===== config.mk =====
export PLATFORM = sky130hd
export DESIGN_NAME = sysclk_prescaler
export DESIGN_NICKNAME = d
export VERILOG_FILES = /design/src/rtl/clkpre_pkg.sv /design/src/rtl/clkpre_mode_reg.sv /design/src/rtl/clkpre_prescale.sv /design/src/rtl/clkpre_div3.sv /design/src/rtl/sysclk_prescaler.sv
export SDC_FILE = /design/constraint.sdc
export NUM_CORES = 1
export LEC_CHECK = 0
export CAP_MARGIN = 10
export CORE_ASPECT_RATIO = 1.1
export CORE_MARGIN = 5
export CORE_UTILIZATION = 50
export CTS_BUF_LIST = sky130_fd_sc_hd__clkbuf_8 sky130_fd_sc_hd__clkbuf_16
export CTS_CLUSTER_DIAMETER = 120
export DETAILED_ROUTE_END_ITERATION = 7
export DONT_BUFFER_PORTS = 1
export SLEW_MARGIN = 20
export SYNTH_ARGS = -nofsm -noshare
export SYNTH_HDL_FRONTEND = slang
export SYNTH_SLANG_ARGS = --single-unit

===== constraint.sdc =====
create_clock -name clk -period 2.3 [get_ports clk]
set_clock_uncertainty 0.1 [all_clocks]
set_input_delay 0.46 -clock clk [delete_from_list [all_inputs] [get_ports clk]]
set_output_delay 0.46 -clock clk [all_outputs]
set_load 0.05 [all_outputs]

===== src/rtl/clkpre_pkg.sv =====
package clkpre_pkg;
  localparam int SRC_W  = 2;
  localparam int PSC_W  = 2;
  localparam int MODE_W = SRC_W + PSC_W;
  localparam int NSRC   = 3;
  localparam int MAX_RATIO = 1 << ((1 << PSC_W) - 1);
  localparam int CNT_W  = $clog2(MAX_RATIO);

  typedef enum logic [SRC_W-1:0] {
    SRC_INT = 2'b00,
    SRC_HS  = 2'b01,
    SRC_LS  = 2'b10,
    SRC_RSV = 2'b11
  } src_e;

  typedef struct packed {
    logic [PSC_W-1:0] psc;
    src_e             src;
  } mode_t;

  localparam mode_t MODE_RST = '{psc: 2'b11, src: SRC_INT};

  // prescale field -> number of source ticks per system strobe
  function automatic int unsigned psc_ratio(input logic [PSC_W-1:0] p);
    return 32'd1 << p;
  endfunction

  function automatic logic src_reserved(input logic [SRC_W-1:0] s);
    return s == SRC_RSV;
  endfunction

  // apply a write: a reserved source code keeps the current source
  function automatic mode_t merge_write(input mode_t cur, input logic [MODE_W-1:0] wd);
    mode_t m;
    m = mode_t'(wd);
    if (src_reserved(wd[SRC_W-1:0])) m.src = cur.src;
    return m;
  endfunction

  function automatic logic pick_tick(input src_e s, input logic [NSRC-1:0] t);
    case (s)
      SRC_INT: return t[0];
      SRC_HS:  return t[1];
      SRC_LS:  return t[2];
      default: return 1'b0;
    endcase
  endfunction
endpackage


===== src/rtl/clkpre_mode_reg.sv =====
module clkpre_mode_reg
  import clkpre_pkg::*;
(
  input  logic              clk,
  input  logic              rst_n,
  input  logic              we,
  input  logic [MODE_W-1:0] wdata,
  input  logic              sys_stb,
  output mode_t             pend_q,
  output mode_t             active_q,
  output logic              err_q,
  output logic              apply
);
  mode_t wr_word;
  logic  wr_bad;
  logic  upd_q;

  assign wr_bad  = we && src_reserved(wdata[SRC_W-1:0]);
  assign wr_word = merge_write(pend_q, wdata);
  assign apply   = sys_stb && (upd_q || we);

  always_ff @(posedge clk) begin
    if (!rst_n) begin
      pend_q   <= MODE_RST;
      active_q <= MODE_RST;
      upd_q    <= 1'b0;
      err_q    <= 1'b0;
    end else begin
      if (we) pend_q <= wr_word;
      if (sys_stb) upd_q <= 1'b0;
      else if (we) upd_q <= 1'b1;
      if (apply) active_q <= we ? wr_word : pend_q;
      if (wr_bad) err_q <= 1'b1;
    end
  end

  assert_src_legal_R5: assert property (@(posedge clk) disable iff (!rst_n)
    (active_q.src != SRC_RSV) && (pend_q.src != SRC_RSV));
  assert_err_sticky_R5: assert property (@(posedge clk) disable iff (!rst_n)
    err_q |=> err_q);
  assert_bad_sets_err_R5: assert property (@(posedge clk) disable iff (!rst_n)
    wr_bad |=> err_q);
  assert_readback_R6: assert property (@(posedge clk) disable iff (!rst_n)
    (we && !wr_bad) |=> (pend_q == mode_t'($past(wdata))));
  assert_hold_until_stb_R7: assert property (@(posedge clk) disable iff (!rst_n)
    !sys_stb |=> $stable(active_q));
endmodule


===== src/rtl/clkpre_prescale.sv =====
module clkpre_prescale
  import clkpre_pkg::*;
(
  input  logic            clk,
  input  logic            rst_n,
  input  mode_t           mode,
  input  logic [NSRC-1:0] ticks,
  output logic            tick_sel,
  output logic            sys_stb
);
  logic [CNT_W-1:0] cnt_q;
  logic [CNT_W-1:0] last;

  assign last     = CNT_W'(psc_ratio(mode.psc) - 1);
  assign tick_sel = pick_tick(mode.src, ticks);
  assign sys_stb  = tick_sel && (cnt_q == last);

  always_ff @(posedge clk) begin
    if (!rst_n)        cnt_q <= '0;
    else if (sys_stb)  cnt_q <= '0;
    else if (tick_sel) cnt_q <= cnt_q + 1'b1;
  end

  assert_idle_hold_R2: assert property (@(posedge clk) disable iff (!rst_n)
    !tick_sel |=> $stable(cnt_q));
  assert_cnt_bound_R3: assert property (@(posedge clk) disable iff (!rst_n)
    32'(cnt_q) < psc_ratio(mode.psc));
  assert_wrap_R3: assert property (@(posedge clk) disable iff (!rst_n)
    sys_stb |=> (cnt_q == '0));
endmodule


===== src/rtl/clkpre_div3.sv =====
module clkpre_div3 #(
  parameter int DIV = 3
) (
  input  logic clk,
  input  logic rst_n,
  input  logic sys_stb,
  input  logic restart,
  output logic instr_stb
);
  localparam int W = (DIV > 2) ? $clog2(DIV) : 1;
  localparam logic [W-1:0] LAST = W'(DIV - 1);

  logic [W-1:0] cnt_q;

  assign instr_stb = sys_stb && (cnt_q == LAST);

  always_ff @(posedge clk) begin
    if (!rst_n)                     cnt_q <= '0;
    else if (restart || instr_stb)  cnt_q <= '0;
    else if (sys_stb)               cnt_q <= cnt_q + 1'b1;
  end

  assert_cnt_bound_R4: assert property (@(posedge clk) disable iff (!rst_n)
    cnt_q <= LAST);
  assert_advance_R4: assert property (@(posedge clk) disable iff (!rst_n)
    (sys_stb && !restart && !instr_stb) |=> (cnt_q == $past(cnt_q) + 1'b1));
  assert_restart_R7: assert property (@(posedge clk) disable iff (!rst_n)
    restart |=> (cnt_q == '0));
  assert_hold_R4: assert property (@(posedge clk) disable iff (!rst_n)
    !sys_stb |=> $stable(cnt_q));
endmodule


===== src/rtl/sysclk_prescaler.sv =====
module sysclk_prescaler
  import clkpre_pkg::*;
#(
  parameter int INSTR_DIV = 3
) (
  input  logic              clk,
  input  logic              rst_n,
  input  logic              src_int_tick,
  input  logic              src_hs_tick,
  input  logic              src_ls_tick,
  input  logic              mode_we,
  input  logic [MODE_W-1:0] mode_wdata,
  output logic [MODE_W-1:0] mode_rdata,
  output logic              sys_stb,
  output logic              instr_stb,
  output logic              mode_err
);
  mode_t           pend_mode;
  mode_t           act_mode;
  logic            apply_evt;
  logic            sel_tick;
  logic [NSRC-1:0] tick_vec;

  assign tick_vec = {src_ls_tick, src_hs_tick, src_int_tick};

  clkpre_mode_reg u_mode (
    .clk      (clk),
    .rst_n    (rst_n),
    .we       (mode_we),
    .wdata    (mode_wdata),
    .sys_stb  (sys_stb),
    .pend_q   (pend_mode),
    .active_q (act_mode),
    .err_q    (mode_err),
    .apply    (apply_evt)
  );

  clkpre_prescale u_psc (
    .clk      (clk),
    .rst_n    (rst_n),
    .mode     (act_mode),
    .ticks    (tick_vec),
    .tick_sel (sel_tick),
    .sys_stb  (sys_stb)
  );

  clkpre_div3 #(.DIV(INSTR_DIV)) u_div (
    .clk       (clk),
    .rst_n     (rst_n),
    .sys_stb   (sys_stb),
    .restart   (apply_evt),
    .instr_stb (instr_stb)
  );

  assign mode_rdata = pend_mode;

  assert_stb_needs_tick_R2: assert property (@(posedge clk) disable iff (!rst_n)
    sys_stb |-> sel_tick);
  assert_instr_with_sys_R4: assert property (@(posedge clk) disable iff (!rst_n)
    instr_stb |-> sys_stb);
  assert_apply_on_stb_R7: assert property (@(posedge clk) disable iff (!rst_n)
    apply_evt |-> sys_stb);
endmodule


==> results_dict.tcl <==
set metrics [dict create \
    syn_area_um2 724.4 \
    ys_top_cells_by_area "dfxtp_1, mux2i_1, nand2_1" \
    yosys.area_share.xor_xnor_pct 1.209 \
    maxSlewViolCount 0 \
    synth_area_leader_cell "dfxtp_1" \
    status "complete, no violations" \
    synthSimpleGateAreaFrac_pct 25.73 \
    min_path_cells 1 \
    yosysMostFrequentCell "dfxtp_1" \
    power.internal_uw 404.0 \
    num_rows 14 \
    slew_headroom_pct 65.76 \
    crit_path_end_kind "output port" \
    drive_gt1_share_pct 14.29 \
    synth_top_family_by_area "simple AND/OR/NAND/NOR gates" \
    clk_latency_ns 0.24 \
    ys_ff_latch 15 \
    arrival_ns 1.57 \
    max_cap_viol_count 0 \
    start_util_pct 53.02 \
    hold_path.class "in2reg" \
    fin_crit_sh_pct 92.63 \
    ir_drop_mv 0.4747 \
    setup_viol 0 \
    cts_hold_buf 0 \
    fmax_ghz 0.4694 \
    p_comb_share_pct 7.0 \
    ys_seq_area_share_pct 41.45 \
    switching_power_uw 126.9 \
    cts.sinks 15 \
    antennaDiodeCount 0 \
    cp-start-kind "flip-flop" \
    first_global_vias 588 \
    crit_required_ns 1.74 \
    layout_setup_ws_ns 0.1695 \
    die_width_um 46.29 \
    yosysWarnings 0 \
    cts_max_level 1 \
    port_buffers 0 \
    netlist_instances 79 \
    track_usage_pct 14.61 \
    crit_fanout 5 \
    grt_max_degree 9 \
    cts_buffers 3 \
    p_clk_share_pct 37.3 \
    synthTopCellsByCount "dfxtp_1, nand2_1, inv_1" \
    post_cts_resized 0 \
    grt_overflow 0 \
    wl_um 1384 \
    synthMuxAreaShare_pct 6.908 \
    vias 592 \
    yosys.area.top_type_share_pct 41.45 \
    reg2reg_depth 4 \
    leakagePower_nw 0.3235 \
    die_area_um2 2311 \
    die_h_um 49.92 \
    syn_to_final_growth_pct 13.13 \
    place_congestion 0.7653 \
    ioPinCount 17 \
    drc 0 \
    hold_ws_ns 0.2365 \
    pwr-share-seq_pct 55.8 \
    yosys.cell_types.count 31 \
    synthArstFlopShare_pct 0 \
    post-cts-setup-buffers 0 \
    clk_path_buf_depth 2 \
    worstSetupPathType "reg2out" \
    rsz0062_at_grt "no" \
    first_iter_violations 6 \
    post-dp-hpwl_um 1096 \
    clk_pin_slew_ns 0.05 \
    finalCriticalPeriod_ns 2.131 \
    cts_root_buf "clkbuf_8" \
    ant_nets 0 \
    cts_tree "built" \
    fillers 118 \
    post_drt_via_cell_ratio 5.920 \
    final_nets 97 \
    synth-edff-count 0 \
    place_ws_ns 0.3678 \
    firstDrtPassIters 4 \
    antenna_found_initial 0 \
    synthAdderAreaFrac_pct 3.454 \
    swShare_pct 23.90 \
    tns_ns 0 \
    grt_pass1_wl_um 2511 \
    syn_nets 91 \
    coreArea_um2 1366 \
    worstMarginPinSlew_ns 0.5129 \
    synth_flop_cell "dfxtp_1" \
    synth_compound_gate_area_share_pct 16.93 \
    cellPowerDensity_nw_per_um2 647.8 \
    wl_per_cell_um 13.84 \
    finalHoldViolations 0 \
    synth_area_per_cell_um2 9.170 \
]
==> routing by layer <==
metal	global-route usage [%]	vias up	part of all wire [%]	routed length, um
met5	0	-	0	0
met4	7.109	0	2.2	30
met3	5.091	5	5.6	77
met2	21.10	11	46	630
met1	18.70	277	47	646
li1	-	299	-	-
==> critical path: stages, from the launching register on <==
cell     delay, ns
dfxtp_1       0.36
mux2i_1       0.28
o21a_1        0.31
a21oi_4       0.04
and2_1        0.19
buf_12        0.15
==> registers in the layout (all words and copies together), names as in the netlist <==
name / cells
u_mode.active_q: 4
u_mode.pend_q: 4
u_psc.cnt_q: 3
u_div.cnt_q: 2
u_mode.err_q: 1
u_mode.upd_q: 1
==> final timing paths <==
| path | to | start | slack (ns) |
|---|---|---|---|
| worst max-delay path | instr_stb | u_mode.active_q[0]$_SDFFE_PN0P_ | 0.17 |
| worst min-delay path | u_mode.pend_q[0]$_SDFF_PN0_ | mode_we | 0.24 |
| worst max register to register | u_mode.active_q[1]$_SDFFE_PN0P_ | u_psc.cnt_q[2]$_SDFFE_PP0P_ | 0.67 |
| worst min register to register | u_div.cnt_q[0]$_SDFFE_PP0P_ | u_div.cnt_q[0]$_SDFFE_PP0P_ | 0.36 |
==> cell usage in the layout (no fill, tap or decap), drive strengths merged, types with 3 or more instances in the layout <==
cell    instances
and2            4
nand2          10
clkbuf          3
nand4           3
nor3            3
dfxtp          15
nor2            4
inv             8
a21oi           4
mux2i           5
==> layout make-up <==
| class | count | area, um2 | share of cell area, % |
|---|---|---|---|
| flip-flops and latches | 15 | 300.3 | 36.64 |
| multi-input cells | 56 | 400.4 | 48.85 |
| well taps | 16 | 20.02 | 2.443 |
| clock buffers | 3 | 41.29 | 5.038 |
| repair buffers | 2 | 27.53 | 3.359 |
| clock inverters | 1 | 3.754 | 0.4580 |
| inverters | 7 | 26.28 | 3.206 |
==> cells by family (layout without fill, tap and decap cells) <==
family / count (synthesis) / count (layout)
and+or+nand+nor: 32 / 32
xor gates and xnor gates: 1 / 1
buffers and inverters: 8 / 13
DFF: 15 / 15
AOI/OAI and AO/OA: 16 / 16
adders and majority gates: 2 / 2
muxes: 5 / 5
==> metrics by stage <==
| step | area [um2] | power, mW | std cells | util (%) |
|---|---|---|---|---|
| 3_3_place_gp | 774.5 | 0.3383 | 96 | 56.68 |
| 6_report | 819.5 | 0.5309 | 100 | 59.98 |
| 2_1_floorplan | 732.0 | 0.3327 | 79 | - |
| 4_1_cts | 819.5 | 0.5374 | 100 | 59.98 |
| 3_5_place_dp | 774.5 | 0.3390 | 96 | 56.68 |
| 5_1_grt | 819.5 | 0.5572 | 100 | 59.98 |
==> power groups by stage <==
stage / Clock, mW / Sequential [mW] / Combinational (mW)
after CTS: 0.204 / 0.296 / 0.0374
after detailed placement: 0 / 0.301 / 0.0375
after global placement: 0 / 0.302 / 0.0364
final: 0.198 / 0.296 / 0.0369
after global routing: 0.217 / 0.297 / 0.0430
after floorplan: 0 / 0.299 / 0.0332
Note: power is estimated with default switching activity, not from simulation.
